[src/rtl/bit_rmw_pkg.sv]
package bit_rmw_pkg;
   localparam logic [7:0] OPC_CLR_ZP  = 8'h14;
   localparam logic [7:0] OPC_CLR_ABS = 8'h1C;
   localparam logic [7:0] OPC_SET_ZP  = 8'h04;
   localparam logic [7:0] OPC_SET_ABS = 8'h0C;

   typedef enum logic [2:0] {
      ST_IDLE,
      ST_OPLO,
      ST_OPHI,
      ST_READ,
      ST_MOD,
      ST_WRITE
   } rmw_state_t;
endpackage

[src/rtl/bit_rmw_decode.sv]
module bit_rmw_decode
   import bit_rmw_pkg::*;
(
   input  logic [7:0] opcode,
   output logic       legal,
   output logic       is_set,
   output logic       is_abs
);
   always_comb begin
      legal  = 1'b1;
      is_set = 1'b0;
      is_abs = 1'b0;
      case (opcode)
         OPC_CLR_ZP:  begin is_set = 1'b0; is_abs = 1'b0; end
         OPC_CLR_ABS: begin is_set = 1'b0; is_abs = 1'b1; end
         OPC_SET_ZP:  begin is_set = 1'b1; is_abs = 1'b0; end
         OPC_SET_ABS: begin is_set = 1'b1; is_abs = 1'b1; end
         default:     legal = 1'b0;
      endcase
   end
endmodule

[src/rtl/bit_rmw_alu.sv]
module bit_rmw_alu #(
   parameter int W = 8
) (
   input  logic [W-1:0] mem_val,
   input  logic [W-1:0] acc_val,
   input  logic         set_mode,
   output logic [W-1:0] new_val,
   output logic         zero
);
   for (genvar i = 0; i < W; i++) begin : g_bit
      assign new_val[i] = set_mode ? (mem_val[i] | acc_val[i])
                                   : (mem_val[i] & ~acc_val[i]);
   end
   // flag is a test of the original byte, not of the result
   assign zero = ~|(mem_val & acc_val);
endmodule

[src/rtl/bit_rmw_seq.sv]
module bit_rmw_seq
   import bit_rmw_pkg::*;
(
   input  logic       clk,
   input  logic       rst_n,
   input  logic       launch,
   input  logic       abs_mode,
   output rmw_state_t state
);
   rmw_state_t nxt;

   always_comb begin
      nxt = state;
      case (state)
         ST_IDLE:  if (launch) nxt = ST_OPLO;
         ST_OPLO:  nxt = abs_mode ? ST_OPHI : ST_READ;
         ST_OPHI:  nxt = ST_READ;
         ST_READ:  nxt = ST_MOD;
         ST_MOD:   nxt = ST_WRITE;
         ST_WRITE: nxt = ST_IDLE;
         default:  nxt = ST_IDLE;
      endcase
   end

   always_ff @(posedge clk) begin
      if (!rst_n) state <= ST_IDLE;
      else        state <= nxt;
   end
endmodule

[src/rtl/bit_rmw_unit.sv]
module bit_rmw_unit
   import bit_rmw_pkg::*;
#(
   parameter int DATA_W = 8,
   parameter int ADDR_W = 16
) (
   input  logic              clk,
   input  logic              rst_n,
   input  logic              start,
   input  logic [7:0]        opcode,
   input  logic [DATA_W-1:0] oper_lo,
   input  logic [DATA_W-1:0] oper_hi,
   input  logic [DATA_W-1:0] acc_in,
   output logic              busy,
   output logic [ADDR_W-1:0] mem_addr,
   output logic              mem_rd,
   output logic              mem_wr,
   output logic [DATA_W-1:0] mem_wdata,
   input  logic [DATA_W-1:0] mem_rdata,
   output logic              zero_flag,
   output logic              done,
   output logic              illegal
);
   localparam int PAGE_W = ADDR_W - DATA_W;

   if (DATA_W != 8) begin : g_bad_data
      $error("bit_rmw_unit: DATA_W must be 8 for this opcode set");
   end
   if (ADDR_W != 2 * DATA_W) begin : g_bad_addr
      $error("bit_rmw_unit: ADDR_W must be twice DATA_W");
   end

   rmw_state_t        state;
   logic              dec_legal, dec_set, dec_abs;
   logic              launch;
   logic              set_q, abs_q;
   logic [DATA_W-1:0] acc_q, lo_q, hi_q, rd_q;
   logic [DATA_W-1:0] alu_out;
   logic              alu_zero;

   bit_rmw_decode u_dec (
      .opcode (opcode),
      .legal  (dec_legal),
      .is_set (dec_set),
      .is_abs (dec_abs)
   );

   assign launch = start && (state == ST_IDLE) && dec_legal;

   bit_rmw_seq u_seq (
      .clk      (clk),
      .rst_n    (rst_n),
      .launch   (launch),
      .abs_mode (abs_q),
      .state    (state)
   );

   always_ff @(posedge clk) begin
      if (!rst_n) begin
         set_q <= 1'b0;
         abs_q <= 1'b0;
         acc_q <= '0;
         lo_q  <= '0;
         hi_q  <= '0;
      end else if (launch) begin
         set_q <= dec_set;
         abs_q <= dec_abs;
         acc_q <= acc_in;
         lo_q  <= oper_lo;
         hi_q  <= oper_hi;
      end
   end

   always_ff @(posedge clk) begin
      if (!rst_n)                rd_q <= '0;
      else if (state == ST_MOD)  rd_q <= mem_rdata;
   end

   bit_rmw_alu #(.W(DATA_W)) u_alu (
      .mem_val  (rd_q),
      .acc_val  (acc_q),
      .set_mode (set_q),
      .new_val  (alu_out),
      .zero     (alu_zero)
   );

   always_ff @(posedge clk) begin
      if (!rst_n) begin
         zero_flag <= 1'b0;
         illegal   <= 1'b0;
      end else begin
         if (state == ST_WRITE) zero_flag <= alu_zero;
         illegal <= start && (state == ST_IDLE) && !dec_legal;
      end
   end

   assign mem_addr  = abs_q ? {hi_q, lo_q} : {{PAGE_W{1'b0}}, lo_q};
   assign mem_rd    = (state == ST_READ);
   assign mem_wr    = (state == ST_WRITE);
   assign mem_wdata = alu_out;
   assign done      = (state == ST_WRITE);
   assign busy      = (state != ST_IDLE);
endmodule

[config.mk]
export PLATFORM = sky130hd
export DESIGN_NAME = bit_rmw_unit
export DESIGN_NICKNAME = d
export VERILOG_FILES = /design/src/rtl/bit_rmw_pkg.sv /design/src/rtl/bit_rmw_decode.sv /design/src/rtl/bit_rmw_alu.sv /design/src/rtl/bit_rmw_seq.sv /design/src/rtl/bit_rmw_unit.sv
export SDC_FILE = /design/constraint.sdc
export NUM_CORES = 1
export LEC_CHECK = 0
export ABC_AREA = 0
export BUFFER_PORTS_ARGS = -buffer_cell sky130_fd_sc_hd__buf_2
export CORE_MARGIN = 3
export CORE_UTILIZATION = 40
export CTS_CLUSTER_SIZE = 25
export DETAILED_ROUTE_END_ITERATION = 12
export PLACE_DENSITY = 0.75
export SETUP_SLACK_MARGIN = 0.02
export SLEW_MARGIN = 0
export SYNTH_ARGS = -nofsm -noshare
export SYNTH_HDL_FRONTEND = slang
export SYNTH_HIERARCHICAL = 1
export SYNTH_SLANG_ARGS = --single-unit
[constraint.sdc]
create_clock -name clk -period 2.3 [get_ports clk]
set_clock_uncertainty 0.15 [all_clocks]
set_input_delay 0.115 -clock clk [delete_from_list [all_inputs] [get_ports clk]]
set_output_delay 0.115 -clock clk [all_outputs]
set_load 0.05 [all_outputs]
## Word level (Yosys, flattened, before mapping)

Index checks and enable logic that the tools add are counted.
W data, S select, Z words.

- Eq/ne operators: 10
- Muxes and demuxes: 15
- Bitwise operators: 25
- Reduce and logical (&&, ||, !) cells: 11

Operators by type and width:

| cell | number |
|---|---|
| $eq A8 B5 Y1 const B | 2 |
| $mux W16 | 1 |
| $pmux W3 S5 | 1 |
| $mux W1 | 12 |
| $and A1 B1 Y1 | 8 |
| $and A8 B8 Y8 | 1 |
| $eq A8 B3 Y1 const B | 1 |
| $eq A8 B4 Y1 const B | 1 |
| $not A1 Y1 | 8 |
| $or A1 B1 Y1 | 8 |
| $reduce_or A8 Y1 | 1 |
| $eq A3 B2 Y1 const B | 2 |
| $eq A3 B3 Y1 const B | 2 |
| $reduce_or A2 Y1 | 2 |
| $reduce_or A4 Y1 | 1 |
| $eq A3 B1 Y1 const B | 1 |
| $logic_and A1 B1 Y1 | 3 |
| $logic_not A3 Y1 | 1 |
| $mux W3 | 1 |
| $reduce_bool A3 Y1 | 1 |
| $logic_not A1 Y1 | 2 |
| $ne A2 B2 Y1 const B | 1 |

- Bits in registers: 39
- Input port bits: 43
- Output and inout bits: 30
- Logic and storage cells: 70

## Longest topological paths before layout

Gate-level depths: netlist of run 1.

- Depth after elaboration: 6
- Mapped depth: 7
- Depth with buffers taken out: 5

## Cells and area by module

The synthesis of run 1 kept the hierarchy.

Modules (own cells, without submodules):

| module | instances | cells an instance | area each (sq um) | seq. area each (sq um) |
|---|---|---|---|---|
| bit_rmw_unit | 1 | 160 | 1,531.5 | 720.7 |
| bit_rmw_seq | 1 | 14 | 137.6 | 60.1 |
| bit_rmw_alu | 1 | 13 | 128.9 | 0.0 |
| bit_rmw_decode | 1 | 5 | 42.5 | 0.0 |

## Least setup slack after synthesis of run 1

No wires, ideal clock.

- Kind: input-to-reg
- From: input port opcode[1]
- To: register u_seq.state[0]
- Setup time: 0.070 ns
- Data arrival time: 1.539 ns
- Data required time: 2.080 ns
- Setup slack: 0.541 ns
- Cell stages on the path: 7
- Buffers on the path: 2
- Cell sequence: or4_4 > nor3b_1 > and3_4 > buf_12 > buf_12 > o21ai_0 > a21boi_1

- Longest elaborated chain between the ends: 5
- Elaborated cells on any way between the ends: 8
- Classes of those cells: 5 x eq/ne; 1 x mux; 2 x reduce/logical

RTL lines:

| what | RTL line | source |
|---|---|---|
| start, declared | bit_rmw_unit.sv:10 | `input logic [7:0] opcode,` |
| $eq A8 B5 Y1, or another cell as far along | bit_rmw_decode.sv:13 | `case (opcode)` |
| $reduce_or A4 Y1 (no line) (*) | -- |  |
| $mux W1 (*) | bit_rmw_decode.sv:13 |  |
| named net dec_legal | bit_rmw_unit.sv:34 | `logic dec_legal, dec_set, dec_abs;` |
| $logic_and A1 B1 Y1 (*) | bit_rmw_unit.sv:48 | `assign launch = start && (state == ST_IDLE) && dec_legal;` |
| named net launch | bit_rmw_unit.sv:35 | `logic launch;` |
| $ne A2 B2 Y1 (no line) (*) | -- |  |
| end signal, assigned | bit_rmw_seq.sv:27 | `else state <= nxt;` |
| end, declared | bit_rmw_seq.sv:8 | `output rmw_state_t state` |

The timed path passes the listed nets; every way through them passes the cells marked *.
A chain may end at the register's enable or synchronous reset.

## Final worst setup path of run 1

- From: input port opcode[4]
- To: register set_q

- Elaborated cells on any way between the ends: 9
- Classes of those cells: 4 x eq/ne; 2 x mux; 3 x reduce/logical

RTL lines:

| what | RTL line | source |
|---|---|---|
| $eq A8 B3 Y1 / $eq A8 B4 Y1 (equally long branches) | bit_rmw_decode.sv:13 |  |
| $reduce_or A2 Y1 (no line) (*) | -- |  |
| $mux W1 (*) | bit_rmw_decode.sv:13 |  |
| named net dec_set | bit_rmw_unit.sv:34 |  |
| end signal, assigned | bit_rmw_unit.sv:66 | `set_q <= dec_set;` |
| end, declared | bit_rmw_unit.sv:36 | `logic set_q, abs_q;` |

Marks and branches as above.

==> results.txt, run 1 <==
----------------------------------------------------
[Outcome]
  Outcome ... finished clean

[STA]
  Setup_tns ... 0 ps
  Setup repair after global routing missed its margin ... false
  Final count of negative-setup-slack endpoints ... 0
  Maximum clock rate ... 0.573 GHz
  Hold Fails Final Rpt ... 0
  Final Critical Period ... ~1700 ps
  Hold Slack ... 7.77 ps
  Count of final max-slew check failures ... 0
  Tightest slew margin relative to the limit ... between 60% and 70%
  Final Cycle Share ... around 76%
  Pin slew with the least headroom to its limit ... a little under 600 ps

[Clock tree]
  CTS root buffer ... clkbuf_8
  Num Clock Sinks ... 39
  TritonCTS Buffers ... 5
  TritonCTS clock tree ... done
  Clock network latency to the later pin of the worst-skew pair ... 280 ps
  Buffer levels on the longest clock path ... 2
  Htree depth ... 2
  Clock-pin slew on the worst setup and hold paths ... 70 ps

[Worst hold path]
  Tightest Hold Check Type ... primary input to flop

[Placement]
  Last weighted congestion value of the routability-driven placer ... 0.719
  Detailed-placement wirelength estimate ... a little under 3000 um
  DP Area ... 2220 um^2
  Number of buffers added on ports ... 72

[Yosys]
  Cell area after technology mapping ... roughly 1800 um^2
  Post-Synthesis Mean Instance Area ... 9.59 um^2
  Netlist cell types ... 27
  Synthesized-area fraction occupied by adder cells ... 0%
  Number of cells produced by synthesis ... approximately 190
  Compound-Gate Fraction of Synth Area ... approximately 2.7%
  Seq cells post-synth ... 39
  Proportion of synthesized chip area in sequential cells ... 42.4%
  Biggest area contributors in the synthesized netlist ... dfxtp_1 42%, mux2i_1 19%, nand2_1 11%
  Area share of and/or/nand/nor cells after synthesis ... roughly 25%
  Biggest area consumer among synthesized cells ... dfxtp_1
  Count of yosys warnings during synthesis ... 6
  Post-synth top area share ... approximately 42%
  Xor and xnor fraction of the mapped netlist area ... less than 1%
  Share of synthesized area spent on multiplexers ... roughly a quarter
  Main combinational cell family by area after synthesis ... simple AND/OR/NAND/NOR gates
  Post-synthesis net count ... 235

[Setup path]
  Setup crit start kind ... primary input
  Most common cell type on the critical path ... dlygate4sd3_1
  Cell-by-cell trace of the critical path ... dlygate4sd3_1 -> buf_2 -> nor4b_2 -> dlygate4sd3_1 -> nand2_1 -> mux2i_1
  Peak fanout along the critical path ... 1
  Arrival time reported for the critical path endpoint ... 1810 ps
  Slack of the worst reg-to-reg path ... 710 ps
  Type of destination of the critical path ... flop
  Critical setup path kind ... primary input to flop
  Delay contributed by the slowest stage of the critical path ... 580 ps
  Worst endpoint required time ... 2360 ps
  Cell with the biggest individual delay on the critical path ... dlygate4sd3_1

[Layout]
  Final net count ... 342
  Most used cells in the layout excluding fill and tap cells ... 72 x buf_2, 55 x nand2_1, 39 x dfxtp_1, 35 x mux2i_1, 35 x dlygate4sd3_1
  Final instance area ... 2640 um^2
  Layout cell share with drive strength beyond 1 ... 32.2%
  Finished Core Util ... 60.2%
  Commonest non-fill, non-tap cell in the layout ... buf_2
  Signed area change from the synthesized netlist to the final layout ... 43.4%
  Number of antenna cells inserted ... 0

[Global route]
  Grt peak-use layer ... met2
  Wire length of the first global-routing pass ... 7490 um
  Overall Global Routing Usage ... between 10% and 20%
  Via count of the first global-routing pass ... ~1,700
  Global-route congestion overflow total ... 0
  Met3 usage ... 4.24%
  Largest net degree at the start of global routing ... 66
  Grt met1 use ... 21.4%
  GRT met2 Usage ... 29.5%
  Antenna violations before repair ... 0

[Pwr]
  Power density of the placed cells ... around 550 nW/um^2
  Total power of the final layout ... around 1.5 mW
  Leak Pwr ... between 1 and 1.5 nW
  Peak supply drop ... roughly 0.00036 V

[Detailed routing]
  Number of nets with antenna violations after detailed routing ... 0
  DRT iter0 DRCs ... 95
  Ratio of routed vias to standard cells ... 4.82
  Total wire length after detailed routing ... 4520 um
  Detailed Routing Iterations Pass 1 ... 4
  Routed WL per cell ... 12.9 um
  DR vias ... 1,686
  Count of unresolved DRC violations after routing ... 0

[Floorplan]
  Die Footprint ... 5450 um^2
  Core Area ... 4380 um^2
  Height of the die ... between 70 and 80 um
  Cell Rows ... 24
  Starting density of the core ... 42.0%
  Overall die width ... 73.8 um
  Boundary pin count ... 73

[Run]
  Reported max-cap violation count ... 0

----------------------------------------------------
[cell usage after synthesis, drive strengths merged]
cell / count
nand2: 55
dfxtp: 39
mux2i: 35
nor2b: 9
and2: 8
mux2: 8
clkbuf: 7
buf: 5
a22oi: 4
nor3b: 4
nor2: 3
a21boi: 2
nor3: 2
nor4b: 2
and3: 1
and3b: 1
and4: 1
and4b: 1
inv: 1
nand3b: 1
o21ai: 1
or4: 1
xnor2: 1
[stage by stage]
| stage | worst slack, ps | std cells |
|---|---|---|
| after CTS | 525 | 350 |
| after global routing | 456 | 350 |
| after global placement | 302 | 309 |
| after detailed placement | 239 | 309 |
| final | 555 | 350 |
| after floorplan | 541 | 192 |
[final timing paths]
check	to	startpoint	cells after the start
worst min-delay path	illegal	start	2
worst max-delay path	set_q	opcode[4]	6
worst max register to register	lo_q[0]	u_seq/state[0]	4
worst min register to register	hi_q[5]	hi_q[5]	2
[worst max-delay path: cells and delay by family]
| family | cells | cell delay, ps |
|---|---|---|
| buf+inv | 3 | 1250 |
| simple gates | 2 | 300 |
| mux | 1 | 150 |
[routing by layer]
metal,share of wire (%),up-vias
li1,-,853
met3,5.2,15
met1,44,763
met2,48,55
met4,2.5,0
met5,0,-
[flip-flops by register name (all words and copies together), names as in the netlist]
register,count
rd_q,8
zero_flag,1
abs_q,1
acc_q,8
set_q,1
lo_q,8
hi_q,8
illegal,1
u_seq/state,3
[area by class of cell]
cell class,instances,area [um^2]
Fill cell,364,1740
Multi-Input combinational cell,140,957
Sequential cell,39,781
Timing Repair Buffer,112,761
Clock buffer,6,72.6
Tap cell,52,65.1
Inverter,1,3.75
[cell families (layout without fill, tap and decap cells)]
| logic type | after synthesis | count (layout) |
|---|---|---|
| AND/OR/NAND/NOR | 89 | 89 |
| multiplexers | 43 | 43 |
| flip-flops | 39 | 39 |
| buffers and inverters | 13 | 119 |
| AO/OA/AOI/OAI | 7 | 7 |
| XOR/XNOR | 1 | 1 |
[power by group]
group | switching, mW | leakage [nW] | internal [mW]
Combinational | 0.165 | 0.775 | 0.151
Sequential | 0.0369 | 0.314 | 0.698
Clock | 0.205 | 0.0371 | 0.202
[timing repair]
action / CTS / global route
hold buffers: 35 / 0
setup buffers: 0 / 0
resized for setup: 0 / 0
hold endpoints to repair: 34 / 0
(Power assumes the default switching activity.)
==> inputs of run 2 (changes only) <==
Settings changed: PLACE_DENSITY 0.75 to 0.78.
Clock period 2.3 ns to 1.5 ns, I/O delays scaled along.
==> results.txt, run 2 (same netlist as run 1, synthesis figures left out) <==
----------------------------------------------------
[Floorplan]
  Height of the die ... 73.8 um (unchanged)
  Starting density of the core ... 42.0% (unchanged)
  Cell Rows ... 24 (unchanged)
  Boundary pin count ... 73 (unchanged)
  Die Footprint ... 5450 um^2 (unchanged)
  Core Area ... 4380 um^2 (unchanged)
  Overall die width ... 73.8 um (unchanged)

[Placement]
  Cell count after placement ... 314 (+1.6%)
  Detailed-placement wirelength estimate ... 3030 um (+2.6%)
  Number of buffers added on ports ... 72 (unchanged)
  Last weighted congestion value of the routability-driven placer ... 0.722 (+0.47%)
  DP Area ... 2280 um^2 (+3.0%)

[Global route]
  Overall Global Routing Usage ... 18.2% (+0.74 points)
  Wire length of the first global-routing pass ... 7480 um (-0.19%)
  Global-route congestion overflow total ... 0 (unchanged)
  Via count of the first global-routing pass ... 1,660 (-2.1%)
  Antenna violations before repair ... 0 (unchanged)
  Largest net degree at the start of global routing ... 48 (-27%)

[Layout]
  Final net count ... 354 (+3.5%)
  Number of fill cells in the layout ... 329 (-9.6%)
  Sequential cell area ... 793 um^2 (+1.6%)
  Layout cell share with drive strength beyond 1 ... 37.8% (+5.6 points)
  Number of antenna cells inserted ... 0 (unchanged)
  Most used cells in the layout excluding fill and tap cells ... 62 x buf_2, 55 x nand2_1, 37 x dlygate4sd3_1, 35 x mux2i_1, 31 x dfxtp_1
  Final non-filler cell total ... 364 (+4.0%)
  Area used by multi-input combinational logic ... 975 um^2 (+1.8%)
  Signed area change from the synthesized netlist to the final layout ... 56.3%
  Final instance area ... 2880 um^2 (+9.0%)
  Commonest non-fill, non-tap cell in the layout ... buf_2

[Setup path]
  Critical setup path kind ... primary input to flop
  Worst endpoint required time ... 1580 ps (-780 ps)
  Arrival time reported for the critical path endpoint ... 1550 ps (-260 ps)
  Cell with the biggest individual delay on the critical path ... or4_4
  Setup crit start kind ... primary input
  Cell-by-cell trace of the critical path ... buf_6 -> or4_4 -> nor3b_4 -> and3_4 -> clkbuf_16 -> mux2i_1
  Delay contributed by the slowest stage of the critical path ... 550 ps (-30 ps)
  Type of destination of the critical path ... flop
  Peak fanout along the critical path ... 6 (+5)

[Detailed routing]
  Highest metal layer with signal wires ... met4
  Routed WL per cell ... 13.5 um (+4.3%)
  Sum of routed wire segments on met1 ... 2130 um (+6.6%)
  Total wire length after detailed routing ... 4900 um (+8.4%)
  Count of unresolved DRC violations after routing ... 0 (unchanged)
  DRT iter0 DRCs ... 107 (+13%)
  Ratio of routed vias to standard cells ... 4.74 (-1.6%)
  DR vias ... 1,726 (+2.4%)
  Length of routed met2 wiring ... 2430 um (+11%)
  Met3 routed wirelength ... 267 um (+13%)
  Number of nets with antenna violations after detailed routing ... 0 (unchanged)
  Detailed Routing Iterations Pass 1 ... 4 (unchanged)

[Pwr]
  Peak supply drop ... 0.000624 V (+71%)
  Power density of the placed cells ... 872 nW/um^2 (+58%)
  Leak Pwr ... 1.22 nW (+8.4%)
  Total power of the final layout ... 2.51 mW (+72%)

[Worst hold path]
  Tightest Hold Check Type ... primary input to flop

[Clock tree]
  Clock-pin slew on the worst setup and hold paths ... 80 ps (about the same)
  Htree depth ... 2 (unchanged)
  TritonCTS Buffers ... 5 (unchanged)
  CTS root buffer ... clkbuf_8
  Buffer levels on the longest clock path ... 2 (unchanged)
  Clock network latency to the later pin of the worst-skew pair ... 300 ps (+20 ps)
  Num Clock Sinks ... 39 (unchanged)
  TritonCTS clock tree ... done

[STA]
  Hold Slack ... 51.5 ps (+43.7 ps)
  Maximum clock rate ... 0.680 GHz
  Final count of negative-setup-slack endpoints ... 0 (unchanged)
  Tightest slew margin relative to the limit ... 77.5% (+16 points)
  Hold Fails Final Rpt ... 0 (unchanged)
  Final Critical Period ... 1470 ps
  Pin slew with the least headroom to its limit ... 338 ps (-241 ps)
  Final Cycle Share ... 98.0%
  Setup repair after global routing missed its margin ... true
  Setup_tns ... 0 ps (unchanged)
  Count of final max-slew check failures ... 0 (unchanged)

[Run]
  Reported max-cap violation count ... 0 (unchanged)

[Outcome]
  Outcome ... finished clean

----------------------------------------------------
run 2: cell types whose count changed in the layout (fill, tap and decap cells not counted), moves of 4 or more:
cell / before / now
buf_2: 72 / 62
clkbuf_4: 0 / 4
dfxtp_1: 39 / 31
dfxtp_2: 0 / 7
buf_4: 4 / 13
run 2: report_power, final:
group	internal (mW)	leakage, nW	total (mW)	switching (mW)
logic	0.340	0.858	0.660	0.320
clock network	0.332	0.0443	0.726	0.394
registers	1.07	0.319	1.12	0.0463
total	1.75	1.22	2.51	0.760
run 2: cell type report:
cell class | instances | area share [%]
Clock buffer | 5 | 2.39
Multi-Input combinational cell | 140 | 33.9
Inverter | 1 | 0.130
Timing Repair Buffer | 124 | 32.9
Tap cell | 52 | 2.26
Clock inverter | 3 | 0.870
Sequential cell | 39 | 27.6
run 2: per-stage QoR:
| step | worst slack, ps | util [%] |
|---|---|---|
| after detailed placement | -261 | 52.1 |
| final | 29.4 | 65.6 |
| after floorplan | -150 | - |
| after global placement | -189 | 52.1 |
| after global routing | -30.7 | 65.6 |
| after CTS | 24.2 | 63.3 |
run 2: worst max-delay path, delay by kind of cell:
kind	cells	cell delay [ps]
AND/OR/NAND/NOR	3	1040
multiplexers	1	170
buffers and inverters	2	270
run 2: per-layer routing:
layer	up-vias	global-route usage [%]
li1	881	-
met1	794	21.9
met2	45	30.3
met3	6	5.34
met4	0	7.44
met5	-	0
run 2: path summary, 6_finish.rpt:
kind | start | to | slack [ps] | depth (start not counted)
worst max register to register | u_seq/state[2] | lo_q[1] | 70 | 4
worst max-delay path | opcode[7] | lo_q[1] | 30 | 6
worst min-delay path | rst_n | acc_q[3] | 50 | 3
worst min register to register | hi_q[0] | hi_q[0] | 310 | 2
run 2: repair_timing:
| item | in CTS | in global routing |
|---|---|---|
| setup endpoints to repair | 9 | 27 |
| endpoints found under the hold margin | 35 | 0 |
| buffers inserted | 1 | 3 |
| gates resized for setup | 8 | 19 |
| cloned | 0 | 1 |
| hold buffers | 37 | 0 |
| pin swaps | 1 | 4 |
==> inputs of run 3 (changes only) <==
Settings changed: CORE_ASPECT_RATIO set to 0.8.
==> results.txt, run 3 (same netlist as run 1, synthesis figures left out) <==
----------------------------------------------------
[Setup path]
  Arrival time reported for the critical path endpoint ... 1240 ps (-310 ps)
  Setup crit start kind ... flop
  Peak fanout along the critical path ... 8 (+2)
  Cell-by-cell trace of the critical path ... buf_6 -> and3b_2 -> buf_8
  Critical setup path kind ... flop to output port
  Worst endpoint required time ... 1270 ps (-310 ps)
  Delay contributed by the slowest stage of the critical path ... 390 ps (-160 ps)
  Cell with the biggest individual delay on the critical path ... dfxtp_1
  Type of destination of the critical path ... output port

[STA]
  Tightest slew margin relative to the limit ... 83.4% (+5.9 points)
  Maximum clock rate ... 0.685 GHz (+0.68%)
  Setup_tns ... 0 ps (unchanged)
  Hold Fails Final Rpt ... 0 (unchanged)
  Final Cycle Share ... 97.4% (-0.66 points)
  Pin slew with the least headroom to its limit ... 249 ps (-88.7 ps)
  Count of final max-slew check failures ... 0 (unchanged)
  Setup repair after global routing missed its margin ... true
  Final Critical Period ... 1460 ps (-9.95 ps)
  Final count of negative-setup-slack endpoints ... 0 (unchanged)

[Clock tree]
  TritonCTS Buffers ... 5 (unchanged)
  Num Clock Sinks ... 39 (unchanged)
  Clock network latency to the later pin of the worst-skew pair ... 290 ps (about the same)
  TritonCTS clock tree ... done
  Clock-pin slew on the worst setup and hold paths ... 80 ps (about the same)
  Buffer levels on the longest clock path ... 2 (unchanged)
  Htree depth ... 2 (unchanged)
  CTS root buffer ... clkbuf_8

[Floorplan]
  Core Area ... 4310 um^2 (-1.7%)
  Starting density of the core ... 42.7% (+0.73 points)
  Cell Rows ... 21 (-13%)
  Die Footprint ... 5460 um^2 (about the same)
  Height of the die ... 66.7 um (-9.7%)
  Boundary pin count ... 73 (unchanged)
  Overall die width ... 81.8 um (+11%)

[Detailed routing]
  Total wire length after detailed routing ... 4440 um (-9.5%)
  DRT iter0 DRCs ... 66 (-38%)
  Routed WL per cell ... 12.2 um (-9.2%)
  Detailed Routing Iterations Pass 1 ... 4 (unchanged)
  Number of nets with antenna violations after detailed routing ... 0 (unchanged)
  DR vias ... 1,681 (-2.6%)
  Count of unresolved DRC violations after routing ... 0 (unchanged)
  Ratio of routed vias to standard cells ... 4.63 (-2.3%)

[Global route]
  Largest net degree at the start of global routing ... 66 (+38%)
  Wire length of the first global-routing pass ... 7260 um (-3.0%)
  Overall Global Routing Usage ... 17.3% (-0.93 points)
  Antenna violations before repair ... 0 (unchanged)
  Via count of the first global-routing pass ... 1,645 (-0.90%)
  Grt peak-use layer ... met2
  GRT met2 Usage ... 28.9% (-1.4 points)
  Met3 usage ... 4.86% (-0.47 points)
  Global-route congestion overflow total ... 0 (unchanged)
  Grt met1 use ... 21.1% (-0.76 points)

[Pwr]
  Peak supply drop ... 0.000570 V (-8.6%)
  Power density of the placed cells ... 966 nW/um^2 (+11%)
  Leak Pwr ... 1.21 nW (-0.55%)

[Layout]
  Final net count ... 348 (-1.7%)
  Commonest non-fill, non-tap cell in the layout ... buf_2
  Finished Core Util ... 66.5% (+0.85 points)
  Most used cells in the layout excluding fill and tap cells ... 66 x buf_2, 55 x nand2_1, 36 x dlygate4sd3_1, 35 x mux2i_1, 31 x dfxtp_1
  Signed area change from the synthesized netlist to the final layout ... 55.6%
  Number of fill cells in the layout ... 358 (+8.8%)
  Number of antenna cells inserted ... 0 (unchanged)
  Layout cell share with drive strength beyond 1 ... 37.3% (-0.57 points)

[Placement]
  Detailed-placement wirelength estimate ... 2810 um (-7.0%)
  Last weighted congestion value of the routability-driven placer ... 0.768 (+6.3%)
  Number of buffers added on ports ... 72 (unchanged)

[Run]
  Reported max-cap violation count ... 0 (unchanged)

[Outcome]
  Outcome ... finished clean

[Worst hold path]
  Tightest Hold Check Type ... primary input to flop

----------------------------------------------------
==> run 3: cell types whose count changed in the layout (fill, tap and decap cells not counted), sizes merged <==
cell,previous run,this run
clkbuf,10,6
buf,82,81
bufinv,0,2
dlygate4sd3,37,36
clkinv,2,0
==> run 3: timing repair <==
item                                    in CTS  in global routing
pin swaps                                    0                  1
endpoints found under the setup margin      11                 45
hold endpoints to repair                    35                  0
hold buffers                                36                  0
buffers inserted                             0                  0
resized for setup                            3                 26
==> run 3: final timing paths <==
kind / from / end / slack, ps / cells past startpoint
min reg2reg: hi_q[7] / hi_q[7] / 300 / 2
min: opcode[2] / abs_q / 10 / 5
max: u_seq/state[0] / mem_wr / 40 / 3
max reg2reg: u_seq/state[0] / acc_q[0] / 100 / 4
==> run 3: worst max-delay path, delay by kind of cell, from the launching register on <==
family / cells / cell delay [ps]
and+or+nand+nor: 1 / 250
buffers and inverters: 2 / 310
DFF: 1 / 390
==> run 3: layer usage <==
layer / wire length (um) / up-vias / part of all wire (%)
met5: 0 / - / 0
met4: 82 / 0 / 1.8
met3: 266 / 11 / 6.0
met2: 2120 / 50 / 48
met1: 1970 / 753 / 44
li1: - / 867 / -
==> run 3: cell type report <==
| cell class | instances | area, um^2 | area share [%] |
|---|---|---|---|
| inverters | 1 | 3.75 | 0.131 |
| multi-input cells | 140 | 980 | 34.2 |
| flip-flops and latches | 39 | 791 | 27.6 |
| clock buffers | 5 | 68.8 | 2.40 |
| well taps | 57 | 71.3 | 2.49 |
| clock inverters | 3 | 67.6 | 2.36 |
| repair buffers | 118 | 882 | 30.8 |
==> run 3: power breakdown <==
group / internal (mW) / leakage [nW] / switching (mW)
registers: 1.07 / 0.319 / 0.0304
clock network: 0.663 / 0.0644 / 0.371
logic: 0.318 / 0.832 / 0.314
==> run 3: per-stage QoR <==
stage | std cells | hold WS, ps | cell area [um^2] | power [mW] | worst slack [ps]
finish | 363 | 12.8 | 2860 | 2.77 | 39.3
global route | 363 | 28.1 | 2860 | 2.89 | -30.7
CTS | 363 | 0.526 | 2800 | 2.74 | -33.1
detailed placement | 319 | 179 | 2290 | 1.61 | -270
global placement | 319 | 174 | 2290 | 1.61 | -215
floorplan | 192 | 67.1 | 1850 | 1.41 | -150
